<file path="config.mk">
export PLATFORM = sky130hd
export DESIGN_NAME = cart_mapper
export DESIGN_NICKNAME = d
export VERILOG_FILES = /design/src/rtl/cart_mapper_pkg.sv /design/src/rtl/cart_reg_file.sv /design/src/rtl/cart_latch_ctl.sv /design/src/rtl/cart_addr_xlat.sv /design/src/rtl/cart_mapper.sv
export SDC_FILE = /design/constraint.sdc
export NUM_CORES = 1
export LEC_CHECK = 0
export ABC_AREA = 1
export CAP_MARGIN = 5
export CORE_AREA = 2 2 71 73
export DETAILED_ROUTE_END_ITERATION = 8
export DIE_AREA = 0 0 73 75
export GPL_ROUTABILITY_DRIVEN = 0
export PLACE_DENSITY = 0.74
export SYNTH_ARGS = -nofsm -noshare
export SYNTH_HDL_FRONTEND = slang
export SYNTH_HIERARCHICAL = 1
export SYNTH_SLANG_ARGS = --single-unit
</file>
<file path="constraint.sdc">
create_clock -name clk_i -period 1.1 [get_ports clk_i]
set_clock_uncertainty 0.05 [all_clocks]
set_input_delay 0.33 -clock clk_i [delete_from_list [all_inputs] [get_ports clk_i]]
set_output_delay 0.33 -clock clk_i [all_outputs]
set_load 0.02 [all_outputs]
</file>
<file path="src/rtl/cart_mapper_pkg.sv">
package cart_mapper_pkg;

  typedef enum logic [1:0] {
    RG_ROM0 = 2'd0,
    RG_ROMX = 2'd1,
    RG_RAM  = 2'd2,
    RG_NONE = 2'd3
  } region_e;

  // control sub-window inside the ROM half, by address bits 14:13
  typedef enum logic [1:0] {
    CW_ENABLE  = 2'd0,
    CW_ROMBANK = 2'd1,
    CW_RAMSEL  = 2'd2,
    CW_LATCH   = 2'd3
  } ctrl_win_e;

  localparam logic [7:0] EN_ON       = 8'h0A;
  localparam logic [7:0] EN_OFF      = 8'h00;
  localparam logic [7:0] CLK_CODE_LO = 8'h08;
  localparam logic [7:0] CLK_CODE_HI = 8'h0C;
  localparam logic [7:0] LATCH_ARM   = 8'h00;
  localparam logic [7:0] LATCH_FIRE  = 8'h01;
  localparam logic [7:0] OPEN_BUS    = 8'hFF;
  localparam logic [7:0] STUB_DATA   = 8'h00;

  function automatic region_e decode_region(input logic [15:0] a);
    if (!a[15])               return a[14] ? RG_ROMX : RG_ROM0;
    else if (a[14:13] == 2'b01) return RG_RAM;
    else                      return RG_NONE;
  endfunction

  function automatic ctrl_win_e decode_ctrl(input logic [15:0] a);
    return ctrl_win_e'(a[14:13]);
  endfunction

endpackage

</file>
<file path="src/rtl/cart_reg_file.sv">
module cart_reg_file
  import cart_mapper_pkg::*;
#(
  parameter int ROM_BANK_W = 7,
  parameter int RAM_BANK_W = 2
) (
  input  logic                  clk_i,
  input  logic                  rst_ni,
  input  logic                  wr_en_i,
  input  ctrl_win_e             win_i,
  input  logic [7:0]            data_i,
  output logic [ROM_BANK_W-1:0] rom_bank_o,
  output logic [RAM_BANK_W-1:0] ram_bank_o,
  output logic                  ram_on_o,
  output logic                  clk_sel_o,
  output logic                  sel_err_o
);

  localparam logic [ROM_BANK_W-1:0] ROM_BANK_RST = ROM_BANK_W'(1);

  logic                  sel_ram_ok, sel_clk_ok;
  logic [ROM_BANK_W-1:0] rom_bank_nxt;

  assign sel_ram_ok = (data_i >> RAM_BANK_W) == 8'h00;
  assign sel_clk_ok = (data_i >= CLK_CODE_LO) && (data_i <= CLK_CODE_HI);

  // bank 0 is never mapped into the switchable window
  always_comb begin
    rom_bank_nxt = data_i[ROM_BANK_W-1:0];
    if (rom_bank_nxt == '0) rom_bank_nxt = ROM_BANK_RST;
  end

  always_ff @(posedge clk_i or negedge rst_ni) begin
    if (!rst_ni) begin
      rom_bank_o <= ROM_BANK_RST;
      ram_bank_o <= '0;
      ram_on_o   <= 1'b0;
      clk_sel_o  <= 1'b0;
      sel_err_o  <= 1'b0;
    end else begin
      sel_err_o <= 1'b0;
      if (wr_en_i) begin
        unique case (win_i)
          CW_ENABLE: begin
            if (data_i == EN_ON)       ram_on_o <= 1'b1;
            else if (data_i == EN_OFF) ram_on_o <= 1'b0;
          end
          CW_ROMBANK: rom_bank_o <= rom_bank_nxt;
          CW_RAMSEL: begin
            if (sel_ram_ok) begin
              ram_bank_o <= data_i[RAM_BANK_W-1:0];
              clk_sel_o  <= 1'b0;
            end else if (sel_clk_ok) begin
              clk_sel_o  <= 1'b1;
            end else begin
              sel_err_o  <= 1'b1;
            end
          end
          default: ;
        endcase
      end
    end
  end

endmodule

</file>
<file path="src/rtl/cart_latch_ctl.sv">
module cart_latch_ctl
  import cart_mapper_pkg::*;
(
  input  logic       clk_i,
  input  logic       rst_ni,
  input  logic       wr_en_i,
  input  logic [7:0] data_i,
  output logic       latch_pulse_o,
  output logic       cmd_err_o
);

  logic armed_q;

  always_ff @(posedge clk_i or negedge rst_ni) begin
    if (!rst_ni) begin
      armed_q       <= 1'b0;
      latch_pulse_o <= 1'b0;
      cmd_err_o     <= 1'b0;
    end else begin
      latch_pulse_o <= 1'b0;
      cmd_err_o     <= 1'b0;
      if (wr_en_i) begin
        if (data_i == LATCH_ARM) begin
          armed_q <= 1'b1;
        end else if (data_i == LATCH_FIRE) begin
          armed_q       <= 1'b0;
          latch_pulse_o <= armed_q;
        end else begin
          armed_q   <= 1'b0;
          cmd_err_o <= 1'b1;
        end
      end
    end
  end

endmodule

</file>
<file path="src/rtl/cart_addr_xlat.sv">
module cart_addr_xlat
  import cart_mapper_pkg::*;
#(
  parameter int ROM_BANK_W = 7,
  parameter int RAM_BANK_W = 2,
  localparam int ROM_AW    = 14 + ROM_BANK_W,
  localparam int RAM_AW    = 13 + RAM_BANK_W
) (
  input  logic [15:0]           addr_i,
  input  logic                  rd_i,
  input  logic                  wr_i,
  input  logic [7:0]            wdata_i,
  input  logic [ROM_BANK_W-1:0] rom_bank_i,
  input  logic [RAM_BANK_W-1:0] ram_bank_i,
  input  logic                  ram_on_i,
  input  logic                  clk_sel_i,
  input  logic [7:0]            rom_rdata_i,
  input  logic [7:0]            ram_rdata_i,
  output logic [ROM_AW-1:0]     rom_addr_o,
  output logic                  rom_cs_o,
  output logic [RAM_AW-1:0]     ram_addr_o,
  output logic                  ram_cs_o,
  output logic                  ram_we_o,
  output logic [7:0]            ram_wdata_o,
  output logic [7:0]            rdata_o
);

  region_e rgn;
  logic    ram_path_ok, ram_hit;

  assign rgn         = decode_region(addr_i);
  assign ram_path_ok = ram_on_i && !clk_sel_i;
  assign ram_hit     = (rgn == RG_RAM) && ram_path_ok;

  always_comb begin
    if (rgn == RG_ROM0) rom_addr_o = {{ROM_BANK_W{1'b0}}, addr_i[13:0]};
    else                rom_addr_o = {rom_bank_i, addr_i[13:0]};
  end

  assign rom_cs_o    = rd_i && !wr_i && ((rgn == RG_ROM0) || (rgn == RG_ROMX));
  assign ram_addr_o  = {ram_bank_i, addr_i[12:0]};
  assign ram_cs_o    = (rd_i || wr_i) && ram_hit;
  assign ram_we_o    = wr_i && ram_hit;
  assign ram_wdata_o = wdata_i;

  always_comb begin
    unique case (rgn)
      RG_ROM0, RG_ROMX: rdata_o = rom_rdata_i;
      RG_RAM: begin
        if (!ram_on_i)     rdata_o = OPEN_BUS;
        else if (clk_sel_i) rdata_o = STUB_DATA;
        else               rdata_o = ram_rdata_i;
      end
      default: rdata_o = OPEN_BUS;
    endcase
  end

endmodule

</file>
<file path="src/rtl/cart_mapper.sv">
module cart_mapper
  import cart_mapper_pkg::*;
#(
  parameter int ROM_BANK_W = 7,
  parameter int RAM_BANK_W = 2,
  localparam int ROM_AW    = 14 + ROM_BANK_W,
  localparam int RAM_AW    = 13 + RAM_BANK_W
) (
  input  logic              clk_i,
  input  logic              rst_ni,
  input  logic [15:0]       cpu_addr_i,
  input  logic [7:0]        cpu_wdata_i,
  input  logic              cpu_rd_i,
  input  logic              cpu_wr_i,
  output logic [7:0]        cpu_rdata_o,
  output logic [ROM_AW-1:0] rom_addr_o,
  output logic              rom_cs_o,
  input  logic [7:0]        rom_rdata_i,
  output logic [RAM_AW-1:0] ram_addr_o,
  output logic              ram_cs_o,
  output logic              ram_we_o,
  output logic [7:0]        ram_wdata_o,
  input  logic [7:0]        ram_rdata_i,
  output logic              latch_pulse_o,
  output logic              cfg_err_o
);

  ctrl_win_e             win;
  logic                  ctrl_wr, latch_wr;
  logic [ROM_BANK_W-1:0] rom_bank;
  logic [RAM_BANK_W-1:0] ram_bank;
  logic                  ram_on, clk_sel, sel_err, latch_err;

  assign win      = decode_ctrl(cpu_addr_i);
  assign ctrl_wr  = cpu_wr_i && !cpu_addr_i[15];
  assign latch_wr = ctrl_wr && (win == CW_LATCH);

  cart_reg_file #(
    .ROM_BANK_W(ROM_BANK_W),
    .RAM_BANK_W(RAM_BANK_W)
  ) i_regs (
    .clk_i     (clk_i),
    .rst_ni    (rst_ni),
    .wr_en_i   (ctrl_wr),
    .win_i     (win),
    .data_i    (cpu_wdata_i),
    .rom_bank_o(rom_bank),
    .ram_bank_o(ram_bank),
    .ram_on_o  (ram_on),
    .clk_sel_o (clk_sel),
    .sel_err_o (sel_err)
  );

  cart_latch_ctl i_latch (
    .clk_i        (clk_i),
    .rst_ni       (rst_ni),
    .wr_en_i      (latch_wr),
    .data_i       (cpu_wdata_i),
    .latch_pulse_o(latch_pulse_o),
    .cmd_err_o    (latch_err)
  );

  cart_addr_xlat #(
    .ROM_BANK_W(ROM_BANK_W),
    .RAM_BANK_W(RAM_BANK_W)
  ) i_xlat (
    .addr_i     (cpu_addr_i),
    .rd_i       (cpu_rd_i),
    .wr_i       (cpu_wr_i),
    .wdata_i    (cpu_wdata_i),
    .rom_bank_i (rom_bank),
    .ram_bank_i (ram_bank),
    .ram_on_i   (ram_on),
    .clk_sel_i  (clk_sel),
    .rom_rdata_i(rom_rdata_i),
    .ram_rdata_i(ram_rdata_i),
    .rom_addr_o (rom_addr_o),
    .rom_cs_o   (rom_cs_o),
    .ram_addr_o (ram_addr_o),
    .ram_cs_o   (ram_cs_o),
    .ram_we_o   (ram_we_o),
    .ram_wdata_o(ram_wdata_o),
    .rdata_o    (cpu_rdata_o)
  );

  assign cfg_err_o = sel_err || latch_err;

endmodule

</file>
# Word-level counts from Yosys, hierarchy flattened

Index checks and enable logic that the tools add are counted.

Bits in registers: 15
Bits in latches: 0
RAM bits: 0
ROM bits: 0
Input bits: 44
Output and inout bits: 57
Word-level logic and storage cells: 67
Memories kept: 0

Add/subtract/negate cells: 0
Multiply operators: 0
Divide/modulo/power cells: 0
Magnitude comparators: 2
Equal/unequal tests: 7
Shift operators: 0
Multiplexer cells: 23
Bitwise operators: 0
Reduce and logical (&&, ||, !) cells: 27

Operator list:

| cell                                                                  | count |
|---|---|
| 21-bit two-way mux                                                    | 1 |
| 1-bit two-way mux                                                     | 17 |
| 8-bit logical NOT                                                     | 2 |
| 8-bit two-way mux                                                     | 2 |
| 8-bit case mux with 2 select lines                                    | 1 |
| 1-bit logical AND                                                     | 9 |
| 3-bit AND reduction                                                   | 3 |
| 8-bit by 1-bit equality test with 1-bit output, second input constant | 1 |
| 8-bit by 4-bit equality test with 1-bit output, second input constant | 1 |
| 8-bit by 4-bit >= comparator with 1-bit output, second input constant | 1 |
| 8-bit by 4-bit <= comparator with 1-bit output, second input constant | 1 |
| 7-bit logical NOT                                                     | 1 |
| 7-bit two-way mux                                                     | 1 |
| 2-bit equality test, second input constant                            | 3 |
| 2-bit by 1-bit equality test with 1-bit output, second input constant | 2 |
| 2-bit logical NOT                                                     | 2 |
| 2-bit nonzero test                                                    | 2 |
| 1-bit logical NOT                                                     | 3 |
| 1-bit logical OR                                                      | 3 |
| 2-bit two-way mux                                                     | 1 |
| 2-bit AND reduction                                                   | 1 |
| 2-bit OR reduction                                                    | 1 |

# Logic depth before layout (Yosys ltp)

Word-level depth: 6
Mapped depth: 9

# Cells and area by module

The synthesis kept the hierarchy.

By module, submodules not included:

| module         | instances | cells each | area an instance (µm²) |
|---|---|---|---|
| cart_reg_file  | 1         | 76         | 613.1 |
| cart_addr_xlat | 1         | 107        | 570.5 |
| cart_latch_ctl | 1         | 31         | 183.9 |
| cart_mapper    | 1         | 6          | 25.0 |

# Worst setup path before layout

OpenSTA, ideal clock, no wires.

Path kind: reg-to-output
Start: register i_regs.clk_sel_o
End: output port ram_cs_o
Arrival: 1050 ps
Setup slack: -330 ps
Stages on the path, launching flop included: 4
Cell sequence: dfrtp_1 -> clkinv_1 -> nand2_1 -> nor3_1

Cells in the longest elaborated chain, start to end: 4

Ends and longest elaborated chain:

| what                     | RTL line             | RTL |
|---|---|---|
| start: declaration       | cart_reg_file.sv:15  | `output logic clk_sel_o,` |
| start signal: assignment | cart_reg_file.sv:38  | `clk_sel_o <= 1'b0;` |
| start signal: assignment | cart_reg_file.sv:52  | `clk_sel_o <= 1'b0;` |
| start signal: assignment | cart_reg_file.sv:54  | `clk_sel_o <= 1'b1;` |
| 1-bit logical NOT        | cart_addr_xlat.sv:32 | `assign ram_path_ok = ram_on_i && !clk_sel_i;` |
| 1-bit logical AND        | cart_addr_xlat.sv:32 |  |
| 1-bit logical AND        | cart_addr_xlat.sv:33 | `assign ram_hit = (rgn == RG_RAM) && ram_path_ok;` |
| 1-bit logical AND        | cart_addr_xlat.sv:42 | `assign ram_cs_o = (rd_i \|\| wr_i) && ram_hit;` |
| end: declaration         | cart_mapper.sv:20    | `output logic ram_cs_o,` |

No other way between the ends.

# Worst setup path after layout

Start: input port ram_rdata_i[7]
End: output port cpu_rdata_o[7]

Cells in the longest elaborated chain, start to end: 3

Ends and longest elaborated chain:

| what                               | RTL line             | RTL |
|---|---|---|
| start: declaration                 | cart_mapper.sv:23    | `input logic [7:0] ram_rdata_i,` |
| 8-bit two-way mux                  | cart_addr_xlat.sv:51 | `else if (clk_sel_i) rdata_o = STUB_DATA;` |
| 8-bit two-way mux                  | cart_addr_xlat.sv:50 | `if (!ram_on_i) rdata_o = OPEN_BUS;` |
| 8-bit case mux with 2 select lines | cart_addr_xlat.sv:47 | `unique case (rgn)` |
| end: declaration                   | cart_mapper.sv:15    | `output logic [7:0] cpu_rdata_o,` |

No other way between the ends.

==> results <==
flip-flops by register name, summed over array words and instances (netlist names):
signal	flops
i_regs/clk_sel_o	1
i_regs/ram_on_o	1
i_regs/rom_bank_o	7
i_regs/ram_bank_o	2
i_latch/armed_q	1
i_latch/latch_pulse_o	1
i_latch/cmd_err_o	1
i_regs/sel_err_o	1
final timing paths:
check                                     startpoint                    end  depth (start not counted)
worst min register to register  i_regs/rom_bank_o[1]   i_regs/rom_bank_o[1]                          2
min in group clk_i                    cpu_wdata_i[6]   i_regs/rom_bank_o[0]                          5
worst min-delay path                          rst_ni  i_latch/latch_pulse_o                          2
worst max register to register       i_regs/ram_on_o        i_regs/ram_on_o                          4
max in group asynchronous                     rst_ni   i_regs/rom_bank_o[0]                          2
worst max-delay path                  ram_rdata_i[7]         cpu_rdata_o[7]                          6
synth_stat cells, types with 2 or more instances:
cell / number
buf_6: 2
inv_2: 2
nand4_1: 3
o21ai_2: 4
nand2_1: 60
nor2_1: 40
dfrtp_1: 14
nor2_4: 2
inv_1: 31
nor2_2: 4
nor3_1: 3
buf_4: 37
or2_1: 4
nand3_1: 7
metal layers:
| metal | vias up | global-route usage (%) | wire, um |
|---|---|---|---|
| met2 | 43 | 25.1 | 1960 |
| met3 | 0 | 3.08 | 249 |
| met5 | - | 0 | 0 |
| met4 | 0 | 2.47 | 0 |
| li1 | 741 | - | - |
| met1 | 639 | 15.1 | 1440 |
cells by family after synthesis:
family,after synthesis,share of synthesized area (%)
flops,15,27.0
buf+inv,73,30.7
compound gates,6,3.41
simple gates,126,38.8
cell type report:
type | count | area (sq um)
Multi-Input combinational cell | 132 | 822
Inverter | 34 | 140
Clock inverter | 1 | 5.00
Tap cell | 54 | 67.6
Timing Repair Buffer | 95 | 943
Timing Repair inverter | 1 | 8.76
Sequential cell | 15 | 379
Clock buffer | 3 | 41.3
Fill cell | 436 | 2250
where the power goes:
part / switching (mW) / internal [mW] / leakage (nW)
sequential: 0.0336 / 0.614 / 0.194
clock: 0.196 / 0.251 / 0.0255
combinational: 0.445 / 0.455 / 0.954
total: 0.675 / 1.32 / 1.17
timing repair:
action,in CTS,in global routing
gates resized for setup,276,27
setup buffers,6,2
cloned,1,0
setup endpoints to repair,46,37
hold buffers,0,0
pin swaps,22,18
through the flow:
| step | hold slack [ns] | std cells | area, sq um | worst slack (ns) |
|---|---|---|---|---|
| after detailed placement | 0.416 | 322 | 2080 | -1.24 |
| final | 0.366 | 335 | 2410 | -0.481 |
| after CTS | 0.368 | 333 | 2360 | -0.463 |
| after floorplan | -0.0156 | 220 | 1490 | -0.0977 |
| after global placement | 0.411 | 322 | 2080 | -1.23 |
| after global routing | 0.370 | 335 | 2410 | -0.523 |
==> metrics.md <==
| Metric | Value |
|---|---|
| Hold Path Class | input port to asynchronous set/reset pin |
| Worst Setup Slack, final | -0.481 ns |
| Worst Tran Pin Value | approximately 0.20 ns |
| Core box area | approximately 4700 sq um |
| Warnings from Yosys | 6 |
| Wire length per cell | roughly 11 um |
| #FFs+latches synth | 15 |
| First-pass GRT wire length | about 5800 um |
| Highest clock rate | between 600 and 700 MHz |
| Initial core utilization | around 30% |
| Status | finished with violations |
| Crit path capture type | output pin |
| Number of synthesized flops with an enable pin | 0 |
| Syn_area_per_cell | roughly 6.3 sq um |
| I/O pins | a little over 100 |
| Crit-path cells | clkdlybuf4s50_1, nand2_4, nand2_2, nor2_2, nor2_2, buf_6 |
| Bufs on Longest Clock Path | 2 |
| GR Util All Layers | a little over an eighth |
| Routed wire length | 3650 um |
| Total of max-cap violations | 0 |
| Slew HR | between 80 and 90% |
| Worst reg2reg setup slack | approximately 0.15 ns |
| Overflow after GRT | 0 |
| Die H | around 75 um |
| Rows | 25 |
| Die Wd | around 73 um |
| Largest area contributor in the synthesized netlist | dfrtp_1 |
| Synth-to-Final Area Change | 72.9% |
| RSZ-0062 raised after global routing | yes |
| CP required | roughly 0.72 ns |
| Vias in the first global route | 1383 |
| Drt drc | 0 |
| Area contributors post-synth | dfrtp_1 (25%), buf_4 (20%), nand2_1 (16%) |
| Clock Latency Late Sink | about 0.24 ns |
| Slowest stage cell, crit path | clkdlybuf4s50_1 |
| Fin crit share | 144% |
| Routed via count | ~1.4k |
| Power Density | 829 nW/um^2 |
| Crit path max fanout | 1 |
| Share of layout cells above drive strength 1 | 55.5% |
| Failing checks | negative setup slack |
| Yosys cell types | 21 |
| Syn_nets | roughly 260 |
| DPL Wire Length | roughly 2700 um |
| Clock Sinks | 15 |
| Setup TNS | -6.66 ns |
| Clock buffer count from CTS | 3 |
| Post-synth top area share | 25.2% |
| Min Clock Period, post-route | 1.58 ns |
| Post-route ant nets | 0 |
| Crit-path leading delay family | buffers and inverters |
| Crit path kind | input port to output pin |
| Fraction of registers with async set/reset | 100% |
| Root buffer cell | clkbuf_8 |
| Commonest non-fill, non-tap cell in the layout | buf_6 |
| Antenna Cells | 0 |
| Number of DRC markers in iteration 0 | 36 |
| Crit path DAT | roughly 1.2 ns |
| Register area share after synthesis | a little over a quarter |
| Synth Cell Area | around 1400 sq um |
| CP peak stage delay | approximately 0.52 ns |
| Largest net degree at the start of global routing | 16 |
| Tot Pwr | 2.00 mW |
| Most frequent cells in the layout | buf_6 (45), nand2_1 (42), inv_1 (20), nor2_1 (20), buf_4 (19) |
| CTS tree | done |
| Mapped Cells | 220 |
| H-tree levels | 1 |
| Vias per Instance | ~4.2 |
| Port bufs | 61 |
| Die ar. | ~5500 sq um |
| Crit path buffers/inverters | 2 |
| Leakage Power | 1.17 nW |
| Initial antenna violation count | 0 |
| NumNets Final | roughly 330 |
| VDD IR max | about 0.63 mV |
| Main synth FF type | dfrtp_1 |
| CP Launch Type | input port |
| Final Setup Violations | 22 |
| Slew Viols, Final | 0 |
| Clk slew on worst S/H paths | 0.06 ns |
| Final hold viol count | 0 |
| Most common cell on crit path | nor2_2 |
| DRT Pass-1 Iters | 4 |
| Util after Layout | 51.7% |
Note: power is estimated with default switching activity, not from simulation.
